`src/rtl/cwf_refill_ctrl.sv`:
```
module cwf_refill_ctrl #(
  parameter int WORDS  = 8,
  parameter int DATA_W = 32,
  parameter int LINE_W = 27
) (
  input  logic                        clk,
  input  logic                        rst_n,
  input  logic                        miss_valid,
  output logic                        miss_ready,
  input  logic [LINE_W-1:0]           miss_line,
  input  logic [$clog2(WORDS)-1:0]    miss_word,
  input  logic                        order_mode,
  output logic                        mem_req_valid,
  input  logic                        mem_req_ready,
  output logic [LINE_W+$clog2(WORDS)-1:0] mem_req_addr,
  input  logic                        mem_rsp_valid,
  input  logic [DATA_W-1:0]           mem_rsp_data,
  output logic                        fill_we,
  output logic [$clog2(WORDS)-1:0]    fill_idx,
  output logic [DATA_W-1:0]           fill_data,
  output logic                        cpu_valid,
  output logic [DATA_W-1:0]           cpu_data,
  output logic                        line_valid,
  output logic                        busy
);
  localparam int OFF_W = $clog2(WORDS);
  localparam int CNT_W = OFF_W + 1;
  localparam logic [CNT_W-1:0] ALL  = CNT_W'(WORDS);
  localparam logic [CNT_W-1:0] LAST = CNT_W'(WORDS - 1);

  logic              busy_q, lv_q, linear_q;
  logic [LINE_W-1:0] line_q;
  logic [OFF_W-1:0]  off_q, base;
  logic [CNT_W-1:0]  iss_q, rsp_q;
  logic              accept, issue, last;

  assign base       = linear_q ? '0 : off_q;
  assign miss_ready = !busy_q;
  assign accept     = miss_valid && miss_ready;

  assign mem_req_valid = busy_q && (iss_q != ALL);
  assign mem_req_addr  = {line_q, base + iss_q[OFF_W-1:0]};
  assign issue         = mem_req_valid && mem_req_ready;

  assign fill_we   = busy_q && mem_rsp_valid;
  assign fill_idx  = base + rsp_q[OFF_W-1:0];
  assign fill_data = mem_rsp_data;
  assign cpu_valid = fill_we && (fill_idx == off_q);
  assign cpu_data  = mem_rsp_data;
  assign last      = fill_we && (rsp_q == LAST);

  assign busy       = busy_q;
  assign line_valid = lv_q;

  always_ff @(posedge clk) begin
    if (!rst_n) begin
      busy_q   <= 1'b0;
      lv_q     <= 1'b0;
      linear_q <= 1'b0;
      line_q   <= '0;
      off_q    <= '0;
      iss_q    <= '0;
      rsp_q    <= '0;
    end else if (accept) begin
      busy_q   <= 1'b1;
      lv_q     <= 1'b0;
      linear_q <= order_mode;
      line_q   <= miss_line;
      off_q    <= miss_word;
      iss_q    <= '0;
      rsp_q    <= '0;
    end else begin
      if (issue)   iss_q <= iss_q + 1'b1;
      if (fill_we) rsp_q <= rsp_q + 1'b1;
      if (last) begin
        busy_q <= 1'b0;
        lv_q   <= 1'b1;
      end
    end
  end

  p_accept_starts_r1: assert property (@(posedge clk) disable iff (!rst_n)
    (miss_valid && miss_ready) |=> (busy && !line_valid && !miss_ready));

  p_req_hold_r2: assert property (@(posedge clk) disable iff (!rst_n)
    (mem_req_valid && !mem_req_ready) |=> (mem_req_valid && $stable(mem_req_addr)));

  p_wrap_first_r3: assert property (@(posedge clk) disable iff (!rst_n)
    (miss_valid && miss_ready && !order_mode) |=>
      (mem_req_valid && mem_req_addr[OFF_W-1:0] == $past(miss_word)));

  p_linear_first_r4: assert property (@(posedge clk) disable iff (!rst_n)
    (miss_valid && miss_ready && order_mode) |=>
      (mem_req_valid && mem_req_addr[OFF_W-1:0] == '0));

  p_done_after_write_r5: assert property (@(posedge clk) disable iff (!rst_n)
    $fell(busy) |-> ($past(fill_we) && line_valid));

  p_single_pulse_r6: assert property (@(posedge clk) disable iff (!rst_n)
    cpu_valid |=> !cpu_valid);

  p_lv_excl_busy_r7: assert property (@(posedge clk) disable iff (!rst_n)
    line_valid |-> !busy);
endmodule

```
`config.mk`:
```
export PLATFORM = sky130hd
export DESIGN_NAME = cwf_refill_ctrl
export DESIGN_NICKNAME = d
export VERILOG_FILES = /design/src/rtl/cwf_refill_ctrl.sv
export SDC_FILE = /design/constraint.sdc
export NUM_CORES = 1
export LEC_CHECK = 0
export BUFFER_PORTS_ARGS = -buffer_cell sky130_fd_sc_hd__buf_2
export CELL_PAD_IN_SITES_DETAIL_PLACEMENT = 1
export CELL_PAD_IN_SITES_GLOBAL_PLACEMENT = 1
export CORE_ASPECT_RATIO = 1.1
export CORE_UTILIZATION = 30
export CTS_BUF_LIST = sky130_fd_sc_hd__clkbuf_4
export DETAILED_ROUTE_END_ITERATION = 7
export HOLD_SLACK_MARGIN = 0.06
export PLACE_DENSITY = 0.95
export SYNTH_ARGS = -nofsm -noshare
export SYNTH_HDL_FRONTEND = slang
export SYNTH_SLANG_ARGS = --single-unit
```
`constraint.sdc`:
```
create_clock -name clk -period 5.6 [get_ports clk]
set_clock_uncertainty 0.15 [all_clocks]
set_input_delay 0.84 -clock clk [delete_from_list [all_inputs] [get_ports clk]]
set_output_delay 0.84 -clock clk [all_outputs]
set_load 0.005 [all_outputs]
```
==> key figures <==
Floorplan
  – Die H: 93.4 um
  – Ports: 171
  – Die Wd: 85.1 um
  – Initial Util: 31.8%
  – Cell Rows: 32
  – Die area: 7940 um^2
  – CORE AREA: 7170 um^2

Timing
  – Normalized max-slew margin: 62.7%
  – Period utilization: 59.2%
  – Hold Vio Cnt, Final: 0
  – Final setup fails: 0
  – Fin Setup TNS: 0 ns
  – Max-slew violations: 0
  – Period minus WS final: 3.32 ns
  – Worst Tran Pin Value: 0.560 ns
  – RSZ-0062 raised after global routing: false
  – Max Clk Rate: 302 MHz

Cells and area
  – Most frequent cells in the layout: 74 x buf_2, 67 x nand2_1, 41 x dfxtp_1
  – Multi-input logic area: 881 um^2
  – Final std cells w/o fill: 366
  – Layout cells sized above 1: 31.0%
  – Commonest non-fill, non-tap cell in the layout: buf_2
  – Register area: 821 um^2
  – Area growth from synthesis to layout: 0.989%
  – Diodes inserted: 0
  – Number of fillers in the final layout: 879
  – Nets: 356
  – Design area: 2300 um^2

CTS
  – Max Root-Sink Buffers: 2
  – CTS tree: yes
  – CTS H-tree lvls: 2
  – Post-CTS sizing: 0
  – # Post-CTS Setup Buffers: 0
  – Worst-skew pair later-pin latency: 0.34 ns
  – CTS Buf Count: 5
  – CTS Hold Bufs: 0
  – Num Clock Sinks: 41
  – Clk root buf: clkbuf_4
  – Clock slew at reported path FFs: 0.12 ns

Route
  – DRT iter0 DRCs: 29
  – Detailed-route wire length per cell: 13.6 um
  – Final wirelength: 4990 um
  – Pre-antenna DRT Iters: 4
  – Via count: 1705
  – DR DRC count: 0
  – Final ANT Viol Nets: 0
  – Vias per inst: 4.66

Synth
  – Synth top area cells: dfxtp_1 36%, buf_4 22%, nand2_1 11%
  – Synth Warn #: 0
  – Synthesized flop and latch total: 41
  – Total nets after synthesis: 348
  – Syn avg cell area: 8.34 um^2
  – Synthesized area: 2280 um^2
  – Synth area leader: dfxtp_1
  – Post-Syn Instances: 273
  – Post-synth top area share: 36.0%
  – Sequential-to-total area share from yosys stat: 36.0%
  – Unique cell type count in the Yosys netlist: 29
  – Ys async rst share: 0%
  – EDFF count, synth: 0
  – Top_reg_cell synth: dfxtp_1

Placement
  – DP Wirelength: 3700 um
  – Routability cong.: 0.760
  – I/O Buffers: 74
  – Dpl cells: 359
  – Placed cell areas: 2230 um^2

Pwr
  – Peak VDD IR: 0.148 mV
  – Power, Total: 0.576 mW
  – Combinational share of power: 13.2%
  – Leakage: 1.06 nW
  – Sw Share: 24.9%
  – Switch Pwr: 0.143 mW
  – Clk pwr share: 32.3%
  – Sequential share of power: 54.6%
  – Int Pwr: 0.432 mW
  – Power density over the cells: 250 nW/um^2

Setup path
  – Most used cell along the critical path: xnor2_1
  – WP data arrival: 2.33 ns
  – CP cell instances: nor2b_1 > ha_1 > inv_1 > fa_1 > xnor2_1 > xnor2_1 > nor4_1 > buf_2
  – Crit-path max FO: 3
  – Critical setup path kind: reg -> out
  – Slowest cell on the critical path: dfxtp_1
  – Max stage delay on crit path: 0.39 ns
  – Crit end category: output port
  – Critical Path RT: 4.61 ns
  – Critical Path Source Type: register

Job
  – Max-cap viol count: 0

Global routing
  – Initial antenna violation count: 0
  – GR Util All Layers: 13.2%
  – Vias in the first global route: 1817
  – Gr ovfl total: 0
  – Largest net degree at the start of global routing: 36
  – Global-route wire length before repair: 8270 um

Run status
  – Outcome: finished, final reports clean

Worst hold path
  – HP Class: reg -> reg
[cell type report]
class                   instances  share of cell area [%]
multi-input cells             148                    38.3
well taps                      85                    4.62
repair buffers                 76                    16.8
clock buffers                   5                    1.63
inverters                       9                    1.47
flip-flops and latches         41                    35.7
clock inverters                 2                    1.52
[state kept, by name, summed over array words and instances (netlist names)]
register,flops
busy,1
iss_q,4
line_q,27
line_valid,1
linear_q,1
off_q,3
rsp_q,4
[power groups by stage]
stage | Combinational (mW) | Clock (mW) | Sequential, mW
finish | 0.0758 | 0.186 | 0.314
global route | 0.0871 | 0.206 | 0.316
CTS | 0.0781 | 0.199 | 0.315
detailed placement | 0.0779 | 0 | 0.321
global placement | 0.0750 | 0 | 0.320
floorplan | 0.0776 | 0 | 0.320
[cell families (layout without fill, tap and decap cells)]
logic type / Yosys count / count (layout) / share of synthesized area (%)
AND/OR/NAND/NOR: 89 / 89 / 17.1
buffers and inverters: 84 / 92 / 25.3
AO/OA/AOI/OAI: 42 / 42 / 13.1
flip-flops: 41 / 41 / 36.0
XOR/XNOR: 9 / 9 / 3.46
adder cells (fa/ha/maj): 7 / 7 / 4.51
multiplexers: 1 / 1 / 0.440
[layer usage]
layer | routed length (um) | GRT usage [%] | part of all wire [%] | vias up
li1 | - | - | - | 819
met1 | 1930 | 13.2 | 39 | 793
met2 | 2460 | 24.3 | 49 | 56
met3 | 375 | 3.97 | 7.5 | 37
met4 | 222 | 7.77 | 4.4 | 0
met5 | 0 | 0 | 0 | -
[path summary, 6_finish.rpt]
check                                 end  cells past startpoint  slack [ns]                    start
hold / removal    line_q[12]$_SDFFE_PN0P_                      2        0.31  line_q[12]$_SDFFE_PN0P_
setup reg to reg    iss_q[2]$_SDFFE_PP0P_                      4        3.78        busy$_SDFFE_PN0P_
setup / recovery                cpu_valid                      8        2.28    off_q[0]$_SDFFE_PN0P_
hold reg to reg   line_q[12]$_SDFFE_PN0P_                      2        0.31  line_q[12]$_SDFFE_PN0P_
[critical path: cells and delay by family, from the launching register on]
kind	cells	cell delay (ns)
fa+ha+maj	2	0.56
simple gates	2	0.41
xor+xnor	2	0.41
flops	1	0.39
buf+inv	2	0.20
[synthesized netlist by cell type, types with 3 or more instances]
library cell	instances
buf_4	68
nand2_1	67
dfxtp_1	41
a21boi_0	26
inv_1	9
a21boi_1	5
ha_1	5
xnor2_1	5
a21oi_1	4
buf_2	4
nand3_1	4
nor2_1	4
o21ai_0	4
xor2_1	4
clkbuf_1	3
nand2b_1	3
[through the flow]
step	hold WS (ns)	setup WS, ns	utilization, %
floorplan	0.301	2.99	-
global placement	0.289	2.84	31.1
detailed placement	0.302	2.65	31.1
CTS	0.319	2.24	32.1
global route	0.336	2.04	32.1
finish	0.313	2.28	32.1
(Power assumes the default switching activity.)
